## src/rtl/dcl_pkg.sv

```systemverilog
package dcl_pkg;
  localparam int unsigned ADDR_W     = 7;
  localparam int unsigned BYTE_W     = 8;
  localparam int unsigned CODE_W     = 2 * BYTE_W;
  localparam int unsigned REG_STRIDE = 3;

  localparam logic [ADDR_W-1:0] A_IN_TOP0  = 7'h48;
  localparam logic [ADDR_W-1:0] A_ACT_TOP0 = 7'h3A;
  localparam logic [ADDR_W-1:0] A_BCAST    = 7'h44;
  localparam logic [ADDR_W-1:0] A_SW_LOAD  = 7'h45;
  localparam logic [ADDR_W-1:0] A_SEL      = 7'h41;
  localparam logic [ADDR_W-1:0] A_PD       = 7'h18;

  // highest (high-byte) address of channel n's input register
  function automatic logic [ADDR_W-1:0] in_top(int unsigned n);
    return A_IN_TOP0 + ADDR_W'(REG_STRIDE * n);
  endfunction

  function automatic logic [ADDR_W-1:0] act_top(int unsigned n);
    return A_ACT_TOP0 + ADDR_W'(REG_STRIDE * n);
  endfunction
endpackage

```

## src/rtl/dcl_ldac_sync.sv

```systemverilog
module dcl_ldac_sync #(
  parameter int unsigned SYNC_N = 2
) (
  input  logic clk_i,
  input  logic rst_ni,
  input  logic ldac_ni,
  output logic fall_o
);
  logic [SYNC_N:0] sh_q;

  always_ff @(posedge clk_i or negedge rst_ni) begin
    if (!rst_ni) sh_q <= '1;
    else         sh_q <= {sh_q[SYNC_N-1:0], ldac_ni};
  end

  assign fall_o = sh_q[SYNC_N] & ~sh_q[SYNC_N-1];

  // one transfer strobe per pulse
  p_single_pulse_r6: assert property (@(posedge clk_i) disable iff (!rst_ni)
    fall_o |=> !fall_o);
endmodule

```

## src/rtl/dcl_decode.sv

```systemverilog
module dcl_decode
  import dcl_pkg::*;
#(
  parameter int unsigned NCH = 2
) (
  input  logic              clk_i,
  input  logic              rst_ni,
  input  logic              wr_en_i,
  input  logic [ADDR_W-1:0] wr_addr_i,
  input  logic [BYTE_W-1:0] wr_data_i,
  output logic [CODE_W-1:0] code_o,
  output logic [NCH-1:0]    in_load_o,
  output logic [NCH-1:0]    act_load_o,
  output logic [NCH-1:0]    sw_xfer_o,
  output logic [NCH-1:0]    sel_o,
  output logic [NCH-1:0]    dac_pd_o,
  output logic [NCH-1:0]    amp_pd_o
);
  logic [BYTE_W-1:0] hi_q;
  logic [NCH-1:0]    sel_q, dac_pd_q, amp_pd_q;
  logic              is_top;

  always_comb begin
    in_load_o  = '0;
    act_load_o = '0;
    sw_xfer_o  = '0;
    is_top     = 1'b0;
    if (wr_en_i) begin
      for (int unsigned n = 0; n < NCH; n++) begin
        if (wr_addr_i == in_top(n) - 7'd1)  in_load_o[n]  = 1'b1;
        if (wr_addr_i == act_top(n) - 7'd1) act_load_o[n] = 1'b1;
        if (wr_addr_i == in_top(n) || wr_addr_i == act_top(n)) is_top = 1'b1;
      end
      if (wr_addr_i == A_BCAST)         is_top = 1'b1;
      if (wr_addr_i == A_BCAST - 7'd1)  in_load_o = in_load_o | sel_q;
      if (wr_addr_i == A_SW_LOAD)       sw_xfer_o = wr_data_i[NCH-1:0] & sel_q;
    end
  end

  assign code_o = {hi_q, wr_data_i};

  always_ff @(posedge clk_i or negedge rst_ni) begin
    if (!rst_ni) begin
      hi_q     <= '0;
      sel_q    <= '0;
      dac_pd_q <= '0;
      amp_pd_q <= '0;
    end else if (wr_en_i) begin
      if (is_top)               hi_q  <= wr_data_i;
      if (wr_addr_i == A_SEL)   sel_q <= wr_data_i[NCH-1:0];
      if (wr_addr_i == A_PD) begin
        dac_pd_q <= wr_data_i[4 +: NCH];
        amp_pd_q <= wr_data_i[0 +: NCH];
      end
    end
  end

  assign sel_o    = sel_q;
  assign dac_pd_o = dac_pd_q;
  assign amp_pd_o = amp_pd_q;

  // software transfer never reaches a deselected channel
  p_sw_gate_r4: assert property (@(posedge clk_i) disable iff (!rst_ni)
    (sw_xfer_o & ~sel_o) == '0);
  // select changes only on its own write
  p_sel_stable_r7: assert property (@(posedge clk_i) disable iff (!rst_ni)
    !(wr_en_i && wr_addr_i == A_SEL) |=> $stable(sel_o));
endmodule

```

## src/rtl/dcl_channel.sv

```systemverilog
module dcl_channel
  import dcl_pkg::*;
(
  input  logic              clk_i,
  input  logic              rst_ni,
  input  logic [CODE_W-1:0] code_i,
  input  logic              in_load_i,
  input  logic              act_load_i,
  input  logic              xfer_i,
  output logic [CODE_W-1:0] in_o,
  output logic [CODE_W-1:0] act_o
);
  logic [CODE_W-1:0] in_q, act_q;

  always_ff @(posedge clk_i or negedge rst_ni) begin
    if (!rst_ni) begin
      in_q  <= '0;
      act_q <= '0;
    end else begin
      if (in_load_i) in_q <= code_i;
      // direct write takes precedence over a transfer in the same cycle
      if (act_load_i)  act_q <= code_i;
      else if (xfer_i) act_q <= in_q;
    end
  end

  assign in_o  = in_q;
  assign act_o = act_q;

  p_hold_r4: assert property (@(posedge clk_i) disable iff (!rst_ni)
    (!xfer_i && !act_load_i) |=> $stable(act_o));
  p_xfer_copy_r5: assert property (@(posedge clk_i) disable iff (!rst_ni)
    (xfer_i && !act_load_i) |=> act_o == $past(in_o));
  p_direct_r8: assert property (@(posedge clk_i) disable iff (!rst_ni)
    act_load_i |=> act_o == $past(code_i));
  p_in_keep_r8: assert property (@(posedge clk_i) disable iff (!rst_ni)
    !in_load_i |=> $stable(in_o));
endmodule

```

## src/rtl/dac_code_latch.sv

```systemverilog
module dac_code_latch
  import dcl_pkg::*;
#(
  parameter int unsigned NCH    = 2,
  parameter int unsigned SYNC_N = 2
) (
  input  logic                        clk_i,
  input  logic                        rst_ni,
  input  logic                        wr_en_i,
  input  logic [ADDR_W-1:0]           wr_addr_i,
  input  logic [BYTE_W-1:0]           wr_data_i,
  input  logic [ADDR_W-1:0]           rd_addr_i,
  output logic [BYTE_W-1:0]           rd_data_o,
  input  logic                        ldac_ni,
  output logic [NCH-1:0][CODE_W-1:0]  act_code_o,
  output logic [NCH-1:0]              dac_pd_o,
  output logic [NCH-1:0]              amp_pd_o
);
  logic [CODE_W-1:0]           code;
  logic [NCH-1:0]              in_load, act_load, sw_xfer, sel, xfer;
  logic [NCH-1:0][CODE_W-1:0]  in_code;
  logic                        hw_fall;

  dcl_decode #(.NCH(NCH)) u_decode (
    .clk_i, .rst_ni, .wr_en_i, .wr_addr_i, .wr_data_i,
    .code_o(code), .in_load_o(in_load), .act_load_o(act_load),
    .sw_xfer_o(sw_xfer), .sel_o(sel), .dac_pd_o, .amp_pd_o
  );

  dcl_ldac_sync #(.SYNC_N(SYNC_N)) u_sync (
    .clk_i, .rst_ni, .ldac_ni, .fall_o(hw_fall)
  );

  for (genvar n = 0; n < NCH; n++) begin : g_ch
    assign xfer[n] = sw_xfer[n] | (hw_fall & sel[n]);
    dcl_channel u_ch (
      .clk_i, .rst_ni, .code_i(code),
      .in_load_i(in_load[n]), .act_load_i(act_load[n]), .xfer_i(xfer[n]),
      .in_o(in_code[n]), .act_o(act_code_o[n])
    );
  end

  always_comb begin
    rd_data_o = '0;
    if (rd_addr_i == A_SEL) rd_data_o[NCH-1:0] = sel;
    if (rd_addr_i == A_PD) begin
      rd_data_o[4 +: NCH] = dac_pd_o;
      rd_data_o[0 +: NCH] = amp_pd_o;
    end
    for (int unsigned n = 0; n < NCH; n++) begin
      if (rd_addr_i == in_top(n))          rd_data_o = in_code[n][CODE_W-1:BYTE_W];
      if (rd_addr_i == in_top(n) - 7'd1)   rd_data_o = in_code[n][BYTE_W-1:0];
      if (rd_addr_i == act_top(n))         rd_data_o = act_code_o[n][CODE_W-1:BYTE_W];
      if (rd_addr_i == act_top(n) - 7'd1)  rd_data_o = act_code_o[n][BYTE_W-1:0];
    end
  end

  p_pd_write_r10: assert property (@(posedge clk_i) disable iff (!rst_ni)
    (wr_en_i && wr_addr_i == A_PD) |=>
      (dac_pd_o == $past(wr_data_i[4 +: NCH]) && amp_pd_o == $past(wr_data_i[0 +: NCH])));
  p_pd_hold_r10: assert property (@(posedge clk_i) disable iff (!rst_ni)
    !(wr_en_i && wr_addr_i == A_PD) |=> ($stable(dac_pd_o) && $stable(amp_pd_o)));
endmodule

```

## config.mk

```make
export PLATFORM = sky130hd
export DESIGN_NAME = dac_code_latch
export DESIGN_NICKNAME = d
export VERILOG_FILES = /design/src/rtl/dcl_pkg.sv /design/src/rtl/dcl_ldac_sync.sv /design/src/rtl/dcl_decode.sv /design/src/rtl/dcl_channel.sv /design/src/rtl/dac_code_latch.sv
export SDC_FILE = /design/constraint.sdc
export NUM_CORES = 1
export LEC_CHECK = 0
export CAP_MARGIN = 20
export CORE_MARGIN = 3
export CORE_UTILIZATION = 25
export CTS_CLUSTER_SIZE = 10
export DETAILED_ROUTE_END_ITERATION = 7
export SKIP_LAST_GASP = 1
export SYNTH_ARGS = -nofsm -noshare
export SYNTH_HDL_FRONTEND = slang
export SYNTH_HIERARCHICAL = 1
export SYNTH_SLANG_ARGS = --single-unit
```

## constraint.sdc

```tcl
create_clock -name clk_i -period 2.2 [get_ports clk_i]
set_input_delay 0.44 -clock clk_i [delete_from_list [all_inputs] [get_ports clk_i]]
set_output_delay 0.44 -clock clk_i [all_outputs]
set_load 0.1 [all_outputs]
```

### After elaboration in Yosys (flattened, before gate mapping)

Index checks and enable logic that the tools add are counted.

| word-level totals | value |
|---|---|
| output and inout port bits | 44 |
| input bits | 26 |
| register bits | 81 |

| operators by class | value |
|---|---|
| reductions and logical operators | 7 |
| equal/unequal tests | 23 |
| multiplexer cells | 30 |
| bitwise operators | 8 |

Operator list:

| operator | number |
|---|---|
| $eq A7 B7 Y1 const B | 13 |
| $mux W16 | 4 |
| $mux W8 | 8 |
| $eq A7 B6 Y1 const B | 8 |
| $mux W2 | 8 |
| $eq A7 B5 Y1 const B | 2 |
| $mux W1 | 10 |
| $reduce_and A2 Y1 | 3 |
| $reduce_bool A2 Y1 | 2 |
| $and A1 B1 Y1 | 3 |
| $and A2 B2 Y2 | 1 |
| $logic_or A1 B1 Y1 | 2 |
| $or A1 B1 Y1 | 2 |
| $or A2 B2 Y2 | 1 |
| $not A1 Y1 | 1 |

### Depth between registers and ports, before layout

Gate-level depths: netlist (run 1).

| depth | value |
|---|---|
| depth after elaboration | 11 |
| gate-level depth with buffers | 9 |

### Cells and area by module

The synthesis (run 1) kept the hierarchy.

By module, submodules not included:

| module | area each (um2) | cells an instance | times used |
|---|---|---|---|
| dcl_channel | 1395.1 | 103 | 2 |
| dcl_decode | 847.1 | 68 | 1 |
| dac_code_latch | 832.0 | 122 | 1 |
| dcl_ldac_sync | 92.6 | 4 | 1 |

### Least setup slack after synthesis (run 1)

OpenSTA, ideal clock, no wires.

| timing | value |
|---|---|
| kind | input to output |
| start | input rd_addr_i[2] |
| end | output rd_data_o[2] |
| arrival | 2717 ps |
| data required time | 1760 ps |
| slack | -957 ps |
| stages on the path | 6 |
| cell sequence | clkbuf_1 nand2b_4 nor3_2 a221o_1 nor2_1 o21ai_1 |

| on the way | value |
|---|---|
| longest elaborated chain between the ends | 9 |

Ends and longest elaborated chain:

| item | line | text |
|---|---|---|
| start: declaration | dac_code_latch.sv:12 | `input logic [ADDR_W-1:0] rd_addr_i,` |
| $eq A7 B7 Y1 | dac_code_latch.sv:51 | `if (rd_addr_i == in_top(n)) rd_data_o = in_code[n][CODE_W-1:BYTE_W];` |
| $mux W8 | dac_code_latch.sv:51 |  |
| $mux W8 | dac_code_latch.sv:52 | `if (rd_addr_i == in_top(n) - 7'd1) rd_data_o = in_code[n][BYTE_W-1:0];` |
| $mux W8 | dac_code_latch.sv:53 | `if (rd_addr_i == act_top(n)) rd_data_o = act_code_o[n][CODE_W-1:BYTE_W];` |
| $mux W8 | dac_code_latch.sv:54 | `if (rd_addr_i == act_top(n) - 7'd1) rd_data_o = act_code_o[n][BYTE_W-1:0];` |
| $mux W8 | dac_code_latch.sv:51 |  |
| $mux W8 | dac_code_latch.sv:52 |  |
| $mux W8 | dac_code_latch.sv:53 |  |
| $mux W8 (*) | dac_code_latch.sv:54 |  |
| end: declaration | dac_code_latch.sv:13 | `output logic [BYTE_W-1:0] rd_data_o,` |

Mark *: on every way between the ends. The rest lies on a longest branch, timed or not.

### Final worst setup path (run 1)

| timing | value |
|---|---|
| start | input rd_addr_i[5] |
| end | output rd_data_o[4] |

| on the way | value |
|---|---|
| longest elaborated chain between the ends | 10 |

Ends and longest elaborated chain:

| item | line | text |
|---|---|---|
| $eq A7 B5 Y1 | dac_code_latch.sv:46 | `if (rd_addr_i == A_PD) begin` |
| $mux W2 | dac_code_latch.sv:46 |  |
| $mux W8 | dac_code_latch.sv:51 |  |
| $mux W8 | dac_code_latch.sv:52 |  |
| $mux W8 | dac_code_latch.sv:53 |  |
| $mux W8 | dac_code_latch.sv:54 |  |
| $mux W8 | dac_code_latch.sv:51 |  |
| $mux W8 | dac_code_latch.sv:52 |  |
| $mux W8 | dac_code_latch.sv:53 |  |
| $mux W8 (*) | dac_code_latch.sv:54 |  |

Marks and branches as above.

==> metrics.md, run 1 <==
| Metric | Value |
|---|---|
| # hold bufs at CTS | `0` |
| Max clock buf depth | `2` |
| Worst-Margin Slew | `565 ps` |
| Nets | `548` |
| Clock root buffer | `clkbuf_16` |
| CP top delay family | `simple AND/OR/NAND/NOR gates` |
| Synth Area in Compound Gates | `0.122` |
| Hold Vio Cnt, Final | `0` |
| Final Worst Setup Slack | `-135 ps` |
| Antenna Nets Post-Route | `0` |
| Crit-path max cell delay | `420 ps` |
| Die area | `between 15000 and 20000 um2` |
| Design Power | `4.72 mW` |
| Final critical-path share of the clock period | `1.06` |
| # diodes | `0` |
| Drt wl/cell | `~18 um` |
| TritonCTS clock tree | `done` |
| # setup viols final | `8` |
| Layout Skew | `approximately 4.8 ps` |
| Area grow syn2layout | `45.6%` |
| Residual DRC | `0` |
| Primary FF master, synth | `dfrtp_1` |
| CP cell instances | `buf_8 > buf_6 > or3b_4 > nor3_4 > a22o_1 > a21oi_2 > o21ai_4 > buf_12` |
| Max IR drop VDD | `394 uV` |
| Final WL | `13700 um` |
| Final GP Congestion | `between 0.8 and 0.9` |
| Largest net degree at the start of global routing | `44` |
| Type of the worst setup path | `in2out` |
| Placed wire-length estimate | `9770 um` |
| Pre-antenna DRT Iters | `4` |
| RSZ-0062 raised after global routing | `true` |
| Filler cells | `about 1700` |
| Worst Path Required | `1760 ps` |
| FP Rows | `48` |
| Register area | `~2000 um2` |
| Cells after synthesis | `400` |
| Mean Syn Cell Area | `11.4 um2` |
| First-pass GRT wire length | `between 20000 and 25000 um` |
| CP Max Fanout | `4` |
| Die W | `141 um` |
| Largest family of logic cells by synthesized area | `multiplexers` |
| Clock-pin transition on the worst setup and hold timing paths | `about 60 ps` |
| CP bufs+invs | `3` |
| Final core utilization | `0.378` |
| Post-synthesis async set-or-reset flop share | `1.00` |
| Total track usage | `0.138` |
| Mapped cell area | `about 4600 um2` |
| Final Max Slew Viols | `0` |
| Slowest stage cell on the critical path | `or3b_4` |
| Critical path arrival | `1890 ps` |
| Finished Layout Cells | `752` |
| Rel. slew slack | `0.623` |
| Synthesis-stage register bit count | `81` |
| Worst hold path type | `in2async` |
| # port buffers | `69` |
| Drt first-iter violations | `254` |
| Yosys cell types | `54` |
| Sink Count | `81` |
| Top Ports | `70` |
| Post-synthesis simple-gate area fraction | `0.139` |
| Setup TNS Final | `-526 ps` |
| Vias in the first global route | `3739` |
| Leak pwr | `about 2.9 nW` |
| Minimum clock period | `2330 ps` |
| Initial antenna violation count | `0` |
| Post-synthesis mux area share | `0.225` |
| Number of synthesized flops with an enable pin | `0` |
| Total grt overflow | `0` |
| Setup crit start kind | `primary input` |
| Layout cell share with drive strength beyond 1 | `0.486` |
| Outcome | `complete, but fails checks` |
| Post-Place Worst Slack | `-642 ps` |
| Syn. warnings | `6` |
| Total number of vias | `3628` |
| Starting Density | `0.259` |
| Failing checks | `setup timing` |
| Post-Syn Nets | `426` |
| Max-cap viol count | `0` |
| Core Area | `17600 um2` |
| Dpl cells | `725` |
| Multi-input gate area | `2540 um2` |
| Routed vias/inst | `4.82` |
| H-tree levels | `3` |
| CP Capture Type | `output port` |
| Adder-Cell Fraction of Synth Area | `0` |
| Fmax | `428 MHz` |
| Seq/Total Area, Yosys | `0.445` |
| Die H | `between 100 and 150 um` |
| Later-pin clock latency in the skew report | `340 ps` |
| TritonCTS buffer count | `9` |
| Power density cells | `710 nW/um2` |
| Xor/xnor cell area share of the yosys netlist | `0.00192` |
-- cell type report --
cell class	count	share of cell area
multi-input combinational	281	0.382
clock buffer	11	0.0365
timing repair buffer	143	0.212
sequential	81	0.308
clock inverter	5	0.0154
inverter	6	0.00377
tap	225	0.0424
-- cells in the mapped netlist (3+ instances only) --
| library cell | count | area, um2 |
|---|---|---|
| nand2_1 | 47 | 176 |
| mux2i_1 | 38 | 380 |
| mux2_4 | 28 | 420 |
| nor2_1 | 13 | 48.8 |
| inv_1 | 5 | 18.8 |
| a22oi_1 | 3 | 22.5 |
| nor2b_1 | 3 | 18.8 |
| nand3_1 | 5 | 25.0 |
| buf_12 | 4 | 80.1 |
| a221o_1 | 4 | 40.0 |
| and4_1 | 3 | 26.3 |
| mux2_2 | 20 | 225 |
| a22o_1 | 13 | 114 |
| nor3_1 | 5 | 25.0 |
| nand2b_1 | 4 | 25.0 |
| dfstp_2 | 3 | 78.8 |
| buf_2 | 7 | 35.0 |
| o21ai_0 | 20 | 100 |
| clkbuf_1 | 4 | 15.0 |
| dfrtp_1 | 78 | 1950 |
| nand3b_1 | 3 | 22.5 |
| buf_4 | 10 | 75.1 |
| o21ai_1 | 26 | 130 |
| buf_6 | 7 | 78.8 |
| nor3_2 | 4 | 40.0 |
| a21oi_1 | 6 | 30.0 |
-- report_power, final --
group	total, mW	leakage (nW)	switching, mW	internal, mW
clock	1.72	0.166	0.585	1.14
sequential	1.83	1.08	0.177	1.65
combinational	1.17	1.65	0.774	0.396
-- sequential cells by signal (all words and copies together), names as in the netlist --
signal and flops:
g_ch.u_ch/act_o 32, g_ch.u_ch/in_o 32, u_decode/amp_pd_o 2, u_decode/dac_pd_o 2, u_decode/hi_q 8, u_decode/sel_o 2, u_sync/sh_q 3
-- worst register-to-register path, stage by stage, from the launching register on --
cell	delay, ps
dfrtp_1	450
nor2b_1	170
mux2i_1	120
nor4bb_4	360
buf_12	220
mux2_2	360
-- kinds of logic (layout without fill, tap and decap cells) --
| family | after synthesis | count (layout) |
|---|---|---|
| flops | 81 | 81 |
| simple gates | 107 | 107 |
| compound gates | 87 | 87 |
| xor+xnor | 1 | 1 |
| buf+inv | 38 | 165 |
| mux | 86 | 86 |
-- per-layer routing --
layer	share of wire	up-vias	track usage	routed length [um]
li1	-	1707	-	-
met4	0.019	0	0.0433	266
met1	0.43	1800	0.182	5880
met5	0	-	0	0
met2	0.49	101	0.226	6660
met3	0.063	20	0.0312	864
-- stage by stage --
stage	hold slack, ps	instance area, um2
3_3_place_gp	346	6040
3_5_place_dp	349	6040
6_report	107	6640
5_1_grt	144	6640
2_1_floorplan	144	4790
4_1_cts	112	6540
-- timing repair --
item                                    4_1_cts  5_1_grt
endpoints found under the setup margin        9       38
buffers inserted                              8        1
gates resized for setup                      60       12
pin swaps                                    24        8
cloned                                        0        2
-- worst paths after layout --
| check | slack [ps] | cells past startpoint | startpoint | end |
|---|---|---|---|---|
| worst max-delay path | -130 | 8 | rd_addr_i[5] | rd_data_o[4] |
| worst min-delay path | 110 | 1 | rst_ni | g_ch[0].u_ch/in_o[8] |
| worst max register to register | 410 | 5 | u_decode/sel_o[1] | g_ch[1].u_ch/in_o[13] |
| worst min register to register | 360 | 0 | u_sync/sh_q[0] | u_sync/sh_q[1] |
| max in group asynchronous | 1410 | 2 | rst_ni | g_ch[1].u_ch/in_o[11] |
| min in group clk_i | 360 | 0 | u_sync/sh_q[0] | u_sync/sh_q[1] |
-- layout by cell type (no fill, tap or decap), types with 4 or more instances in the layout --
| cell | Yosys | layout |
|---|---|---|
| buf_4 | 10 | 91 |
| dfrtp_1 | 78 | 67 |
| nand2_1 | 47 | 46 |
| mux2i_1 | 38 | 38 |
| mux2_4 | 28 | 28 |
| o21ai_1 | 26 | 21 |
| mux2_2 | 20 | 20 |
| o21ai_0 | 20 | 19 |
| buf_12 | 4 | 17 |
| clkdlybuf4s50_1 | 0 | 17 |
| a22o_1 | 13 | 13 |
| buf_6 | 7 | 12 |
| clkbuf_16 | 0 | 11 |
| dfrtp_2 | 0 | 11 |
| nor2_2 | 0 | 8 |
| o21ai_4 | 0 | 7 |
| inv_1 | 5 | 5 |
| nand2b_4 | 2 | 4 |
| nor3_4 | 0 | 4 |
| a221o_1 | 4 | 4 |
| nand3_1 | 5 | 4 |
| a21oi_1 | 6 | 4 |
| nor2_1 | 13 | 4 |
| nor3_2 | 4 | 4 |
(Power assumes the default switching activity.)
==> inputs of run 2 (changes only) <==
--- a/config.mk
+++ b/config.mk
@@ -7,9 +7,10 @@
 export LEC_CHECK = 0
 export CAP_MARGIN = 20
 export CORE_MARGIN = 3
-export CORE_UTILIZATION = 25
+export CORE_UTILIZATION = 45
 export CTS_CLUSTER_SIZE = 10
 export DETAILED_ROUTE_END_ITERATION = 7
+export PLACE_DENSITY = 0.69
 export SKIP_LAST_GASP = 1
 export SYNTH_ARGS = -nofsm -noshare
 export SYNTH_HDL_FRONTEND = slang
==> constraint.sdc (replaced) <==
create_clock -name clk_i -period 2.5 [get_ports clk_i]
set_input_delay 0.5 -clock clk_i [delete_from_list [all_inputs] [get_ports clk_i]]
set_output_delay 0.5 -clock clk_i [all_outputs]
set_load 0.1 [all_outputs]
==> run 2 against run 1 <==
- clock skew increased by 9.3 ps
- sequential share of layout area grew 1.8 points
- setup slack improved by 160 ps
- utilization rose by 26 points
- the flow now finishes without violations
- count of clock-buffer cells in the layout unchanged
- power shrank 20%
- clock power is 31% lower
==> metrics.md, run 2 (synthesis gave the netlist of run 1 again) <==
| Metric | Value |
|---|---|
| Outcome | `completed` |
| Commonest non-fill, non-tap cell in the layout | `buf_4` |
| Worst hold path type | `in2async` |
| Minimum clock period | `2470 ps` |
| Type of the worst setup path | `in2out` |
| Crit-path max cell delay | `390 ps (-30 ps)` |
| Top Ports | `70 (unchanged)` |
| Die H | `107 um (-24%)` |
| Max IR drop VDD | `363 uV (-7.7%)` |
| CP Capture Type | `output port` |
| Die area | `11400 um2 (-43%)` |
| Initial antenna violation count | `0 (unchanged)` |
| Final critical-path share of the clock period | `0.988` |
| Layout cell share with drive strength beyond 1 | `0.453 (-0.0323)` |
| Total grt overflow | `0 (unchanged)` |
| Vias in the first global route | `3822 (+2.2%)` |
| CP top delay family | `buffers and inverters` |
| Placed wire-length estimate | `8730 um (-11%)` |
| Max clock buf depth | `2 (unchanged)` |
| Drt wl/cell | `18.6 um (+2.5%)` |
| Worst Path Required | `2000 ps (+240 ps)` |
| Total number of vias | `3620 (-0.22%)` |
| Routed vias/inst | `5.58 (+16%)` |
| Die W | `107 um (-24%)` |
| Area grow syn2layout | `37.0%` |
| Max-cap viol count | `0 (unchanged)` |
| Sink Count | `81 (unchanged)` |
| # port buffers | `69 (unchanged)` |
| Leak pwr | `2.80 nW (-3.1%)` |
| Antenna Nets Post-Route | `0 (unchanged)` |
| Worst-Margin Slew | `434 ps (-131 ps)` |
| Design Power | `3.78 mW (-20%)` |
| # hold bufs at CTS | `0 (unchanged)` |
| RR Startpoint | `u_decode/sel_o[1]` |
| Drt first-iter violations | `112 (-56%)` |
| H-tree levels | `3 (unchanged)` |
| Worst Hold Margin | `51.9 ps (-55.1 ps)` |
| CP Max Fanout | `9 (+5)` |
| # diodes | `0 (unchanged)` |
| Starting Density | `0.465 (+0.205)` |
| Clock-pin transition on the worst setup and hold timing paths | `90 ps (+30 ps)` |
| Final core utilization | `0.636 (+0.259)` |
| Worst R2R Path Depth | `5 (unchanged)` |
| Critical path arrival | `1970 ps (+80 ps)` |
| RSZ-0062 raised after global routing | `false` |
| TritonCTS buffer count | `9 (unchanged)` |
| Fmax | `405 MHz` |
| RR Endpoint | `g_ch[1].u_ch/in_o[1]` |
| CP cell instances | `clkbuf_4 > buf_6 > buf_12 > nor4_4 > buf_4 > buf_4 > a2111oi_4 > o21ai_4 > buf_12` |
| Later-pin clock latency in the skew report | `350 ps (about the same)` |
| Final WL | `12100 um (-12%)` |
| Rel. slew slack | `0.708 (+0.0855)` |
| Hold Vio Cnt, Final | `0 (unchanged)` |
| Setup crit start kind | `primary input` |
| Flop2flop setup slack | `740 ps (+330 ps)` |
| CP bufs+invs | `6 (+3)` |
| Most frequent cells in the layout | `buf_4 (86), dfrtp_1 (76), nand2_1 (46)` |
| Clock root buffer | `clkbuf_8` |
| Pre-antenna DRT Iters | `4 (unchanged)` |
| Final Max Slew Viols | `0 (unchanged)` |
| Nets | `537 (-2.0%)` |
| Power density cells | `606 nW/um2 (-15%)` |
| # setup viols final | `0 (-8)` |
| TritonCTS clock tree | `done` |
| Total track usage | `0.221 (+0.0833)` |
| Layout Skew | `14.1 ps (+9.33 ps)` |
| Slowest stage cell on the critical path | `a2111oi_4` |
| Final GP Congestion | `0.890 (+2.6%)` |
| Residual DRC | `0 (unchanged)` |
| Setup TNS Final | `0 ps (+526 ps)` |
| First-pass GRT wire length | `19900 um (-8.0%)` |
| FP Rows | `36 (-25%)` |
| Core Area | `9820 um2 (-44%)` |
| Largest net degree at the start of global routing | `53 (+20%)` |
## run 2: cell types whose count changed in the layout (fill, tap and decap cells not counted), moves of 5 or more
cell / previous run / this run
buf_4: 91 / 86
dfrtp_1: 67 / 76
buf_6: 12 / 7
clkbuf_8: 1 / 10
dfrtp_2: 11 / 2
clkbuf_16: 11 / 0
## run 2: repair_timing
action,CTS,global route
setup endpoints to repair,8,8
setup buffers,2,3
resized for setup,44,35
pin swaps,14,14
gates cloned,0,0
## run 2: final cells by class
class	instances	area [um2]
Multi-Input combinational cell	281	2510
Timing Repair Buffer	132	1260
Clock inverter	5	110
Clock buffer	11	141
Tap cell	133	166
Inverter	6	22.5
Sequential cell	81	2030
Fill cell	773	3570
## run 2: stage by stage
step / instances / setup WS (ps) / cell area, um2
floorplan: 400 / 4.26 / 4660
global placement: 628 / -395 / 5780
detailed placement: 628 / -423 / 5780
CTS: 646 / -14.4 / 6140
global route: 649 / 0.622 / 6250
finish: 649 / 29.1 / 6250
## run 2: worst max-delay path by stage
stage	slack, ps	cells past startpoint	from	to
global placement	-390	8	rd_addr_i[1]	rd_data_o[1]
detailed placement	-420	9	rd_addr_i[1]	rd_data_o[1]
CTS	-10	8	rd_addr_i[2]	rd_data_o[6]
global route	0.6	10	rd_addr_i[1]	rd_data_o[4]
finish	30	9	rd_addr_i[1]	rd_data_o[1]
floorplan	4	6	rd_addr_i[0]	rd_data_o[2]
## run 2: power breakdown
group          internal [mW]  switching (mW)  total, mW
combinational          0.329           0.667      0.995
clock                  0.702           0.485       1.19
sequential              1.45           0.156       1.60
## run 2: worst reg2reg max path, cell delays in order (launching register included)
cell      delay, ps
dfrtp_1         430
nor2b_1         160
mux2i_1         130
nor4bb_4        360
buf_12          220
mux2_2          350
## run 2: metal layers
metal | up-vias | global-route usage | routed length (um) | share of wire
met5 | - | 0 | 0 | 0
met4 | 0 | 0.0667 | 151 | 0.012
met3 | 14 | 0.0319 | 526 | 0.043
met2 | 107 | 0.360 | 6040 | 0.50
met1 | 1823 | 0.308 | 5380 | 0.44
li1 | 1676 | - | - | -
==> inputs of run 3 (changes only) <==
--- a/config.mk
+++ b/config.mk
@@ -10,6 +10,7 @@
 export CORE_UTILIZATION = 45
 export CTS_CLUSTER_SIZE = 10
 export DETAILED_ROUTE_END_ITERATION = 7
+export GPL_ROUTABILITY_DRIVEN = 0
 export PLACE_DENSITY = 0.69
 export SKIP_LAST_GASP = 1
 export SYNTH_ARGS = -nofsm -noshare
==> constraint.sdc (replaced) <==
create_clock -name clk_i -period 2.3 [get_ports clk_i]
set_input_delay 0.46 -clock clk_i [delete_from_list [all_inputs] [get_ports clk_i]]
set_output_delay 0.46 -clock clk_i [all_outputs]
set_load 0.1 [all_outputs]
==> run 3 against run 2 <==
- the run now ends with setup timing left
- clock skew fell by 0.73 ps
- first-iteration DRC count up 100%
- final area up 1.9%
- worst hold slack lost 49 ps
- power grew 5.2%
- largest power group unchanged
- highest routed layer unchanged
==> metrics.md, run 3 (synthesis gave the netlist of run 1 again) <==
| Metric | Value |
|---|---|
| Worst-Margin Slew | `353 ps (-81.2 ps)` |
| Filler cells | `782 (+1.2%)` |
| Finished Layout Cells | `662 (+2.0%)` |
| Leak pwr | `2.84 nW (+1.4%)` |
| TritonCTS buffer count | `9 (unchanged)` |
| Dpl cells | `634 (+0.96%)` |
| Total number of vias | `3677 (+1.6%)` |
| Core Area | `9820 um2 (unchanged)` |
| RR Startpoint | `u_decode/sel_o[1]` |
| Outcome | `complete, but fails checks` |
| Met3 usage | `0.0343 (+0.00241)` |
| Reg power frac | `0.437 (+0.014)` |
| Max clock buf depth | `2 (unchanged)` |
| Worst Path Required | `1840 ps (-160 ps)` |
| Layout Skew | `13.4 ps (-0.731 ps)` |
| # port buffers | `69 (unchanged)` |
| Commonest non-fill, non-tap cell in the layout | `buf_4` |
| Worst hold path type | `in2async` |
| RSZ-0062 raised after global routing | `true` |
| Clock root buffer | `clkbuf_8` |
| Register area | `2040 um2 (+0.37%)` |
| # hold bufs at CTS | `0 (unchanged)` |
| Rel. slew slack | `0.763 (+0.0543)` |
| Type of the worst setup path | `in2out` |
| Max-cap viol count | `0 (unchanged)` |
| Multi-input gate area | `2500 um2 (-0.65%)` |
| Residual DRC | `0 (unchanged)` |
| Total track usage | `0.228 (+0.00630)` |
| Hold Vio Cnt, Final | `0 (unchanged)` |
| Logic pwr share | `0.280 (+0.017)` |
| # setup viols final | `5 (+5)` |
| Max IR drop VDD | `365 uV (+0.54%)` |
| Clock Power Share | `0.283 (-0.031)` |
| Final critical-path share of the clock period | `1.03` |
| Routed vias/inst | `5.55 (-0.42%)` |
| Most frequent cells in the layout | `buf_4 (96), dfrtp_1 (70), nand2_1 (45)` |
| Starting Density | `0.465 (unchanged)` |
| Top Ports | `70 (unchanged)` |
| Drt first-iter violations | `229 (+100%)` |
| TritonCTS clock tree | `done` |
| Minimum clock period | `approximately 2400 ps` |
| Initial antenna violation count | `0 (unchanged)` |
| Die W | `107 um (unchanged)` |
| Fmax | `between 400 and 500 MHz` |
| Die H | `107 um (unchanged)` |
| GR peak layer | `met2` |
| Design Power | `3.98 mW (+5.2%)` |
| Setup crit start kind | `primary input` |
| First-pass GRT wire length | `20300 um (+1.6%)` |
| Met2 Track Usage GR | `0.392 (+0.0319)` |
| Later-pin clock latency in the skew report | `360 ps (about the same)` |
| Die area | `11400 um2 (unchanged)` |
| Total grt overflow | `0 (unchanged)` |
| Worst Hold Margin | `3.00 ps (-48.9 ps)` |
| CP Capture Type | `output port` |
| Critical path arrival | `1910 ps (-60 ps)` |
| CP Max Fanout | `6 (-3)` |
| Drt wl/cell | `19.0 um (+1.8%)` |
| Switching power total | `1.42 mW (+8.4%)` |
| Nets | `550 (+2.4%)` |
| Failing checks | `setup timing` |
| # diodes | `0 (unchanged)` |
| Largest net degree at the start of global routing | `55 (+3.8%)` |
| Pre-antenna DRT Iters | `5 (+1)` |
| Switching share of power | `0.356 (+0.0104)` |
| Clock-pin transition on the worst setup and hold timing paths | `90 ps (about the same)` |
| Sink Count | `81 (unchanged)` |
| Area grow syn2layout | `39.6%` |
| Placed wire-length estimate | `8750 um (+0.19%)` |
| Vias in the first global route | `3773 (-1.3%)` |
| FP Rows | `36 (unchanged)` |
| Layout cell share with drive strength beyond 1 | `0.469 (+0.0153)` |
| RR Endpoint | `g_ch[1].u_ch/in_o[14]` |
| Final WL | `12600 um (+3.8%)` |
| Antenna Nets Post-Route | `0 (unchanged)` |
| M1 GR Usage | `0.292 (-0.0163)` |
| H-tree levels | `3 (unchanged)` |
| Flop2flop setup slack | `510 ps (-230 ps)` |
| Final Max Slew Viols | `0 (unchanged)` |
| Worst R2R Path Depth | `5 (unchanged)` |
| Final Worst Setup Slack | `-73.6 ps (-103 ps)` |
| P_int | `2.56 mW (+3.6%)` |
| Power density cells | `626 nW/um2 (+3.3%)` |
run 3: cell types whose count changed in the layout (fill, tap and decap cells not counted), sizes merged:
cell / before / now
buf: 114 / 128
clkinvlp: 0 / 2
inv: 8 / 6
bufinv: 3 / 2
clkbuf: 12 / 11
clkinv: 0 / 1
run 3: layout make-up:
class                           count  share of cell area
Tap cell                          133              0.0261
Timing Repair Buffer              145               0.224
Clock inverter                      5              0.0126
Inverter                            6             0.00393
Multi-Input combinational cell    281               0.392
Clock buffer                       11              0.0206
Sequential cell                    81               0.321
run 3: timing repair:
| action | CTS | global route |
|---|---|---|
| buffers inserted | 11 | 3 |
| pin swaps | 19 | 8 |
| endpoints found under the setup margin | 8 | 11 |
| resized for setup | 62 | 3 |
run 3: metrics by stage:
| step | util | setup slack [ps] | setup TNS [ps] | area, um2 |
|---|---|---|---|---|
| 2_1_floorplan | - | -84.4 | -234 | 4740 |
| 4_1_cts | 0.645 | -63.9 | -122 | 6330 |
| 3_5_place_dp | 0.605 | -564 | -13510 | 5940 |
| 6_report | 0.648 | -73.6 | -201 | 6370 |
| 3_3_place_gp | 0.605 | -529 | -11630 | 5940 |
| 5_1_grt | 0.648 | -127 | -596 | 6370 |
run 3: how the worst max path moves through the flow:
stage,slack [ps],startpoint,cells past startpoint,endpoint
after floorplan,-80,rd_addr_i[4],6,rd_data_o[4]
after global placement,-530,rd_addr_i[4],8,rd_data_o[6]
after detailed placement,-560,rd_addr_i[4],8,rd_data_o[3]
after CTS,-60,rd_addr_i[4],7,rd_data_o[0]
after global routing,-130,rd_addr_i[1],9,rd_data_o[4]
final,-70,rd_addr_i[1],9,rd_data_o[4]
run 3: power by group through the flow:
stage	Clock (mW)	Sequential [mW]	Combinational, mW
6_report	1.13	1.74	1.11
5_1_grt	1.20	1.76	1.16
4_1_cts	1.14	1.74	1.11
3_5_place_dp	0	1.76	1.09
3_3_place_gp	0	1.75	1.07
2_1_floorplan	0	2.17	0.318
run 3: critical path, cell delays in order:
cell     delay (ps)
buf_8           100
buf_6           120
buf_6           120
nor4_4          320
buf_4           170
a22oi_2          40
a22o_1          240
o21ai_4         150
buf_12          190
run 3: routing by layer:
metal | share of wire | vias up
met1 | 0.41 | 1851
li1 | - | 1701
met3 | 0.052 | 16
met2 | 0.52 | 109
met5 | 0 | -
met4 | 0.017 | 0
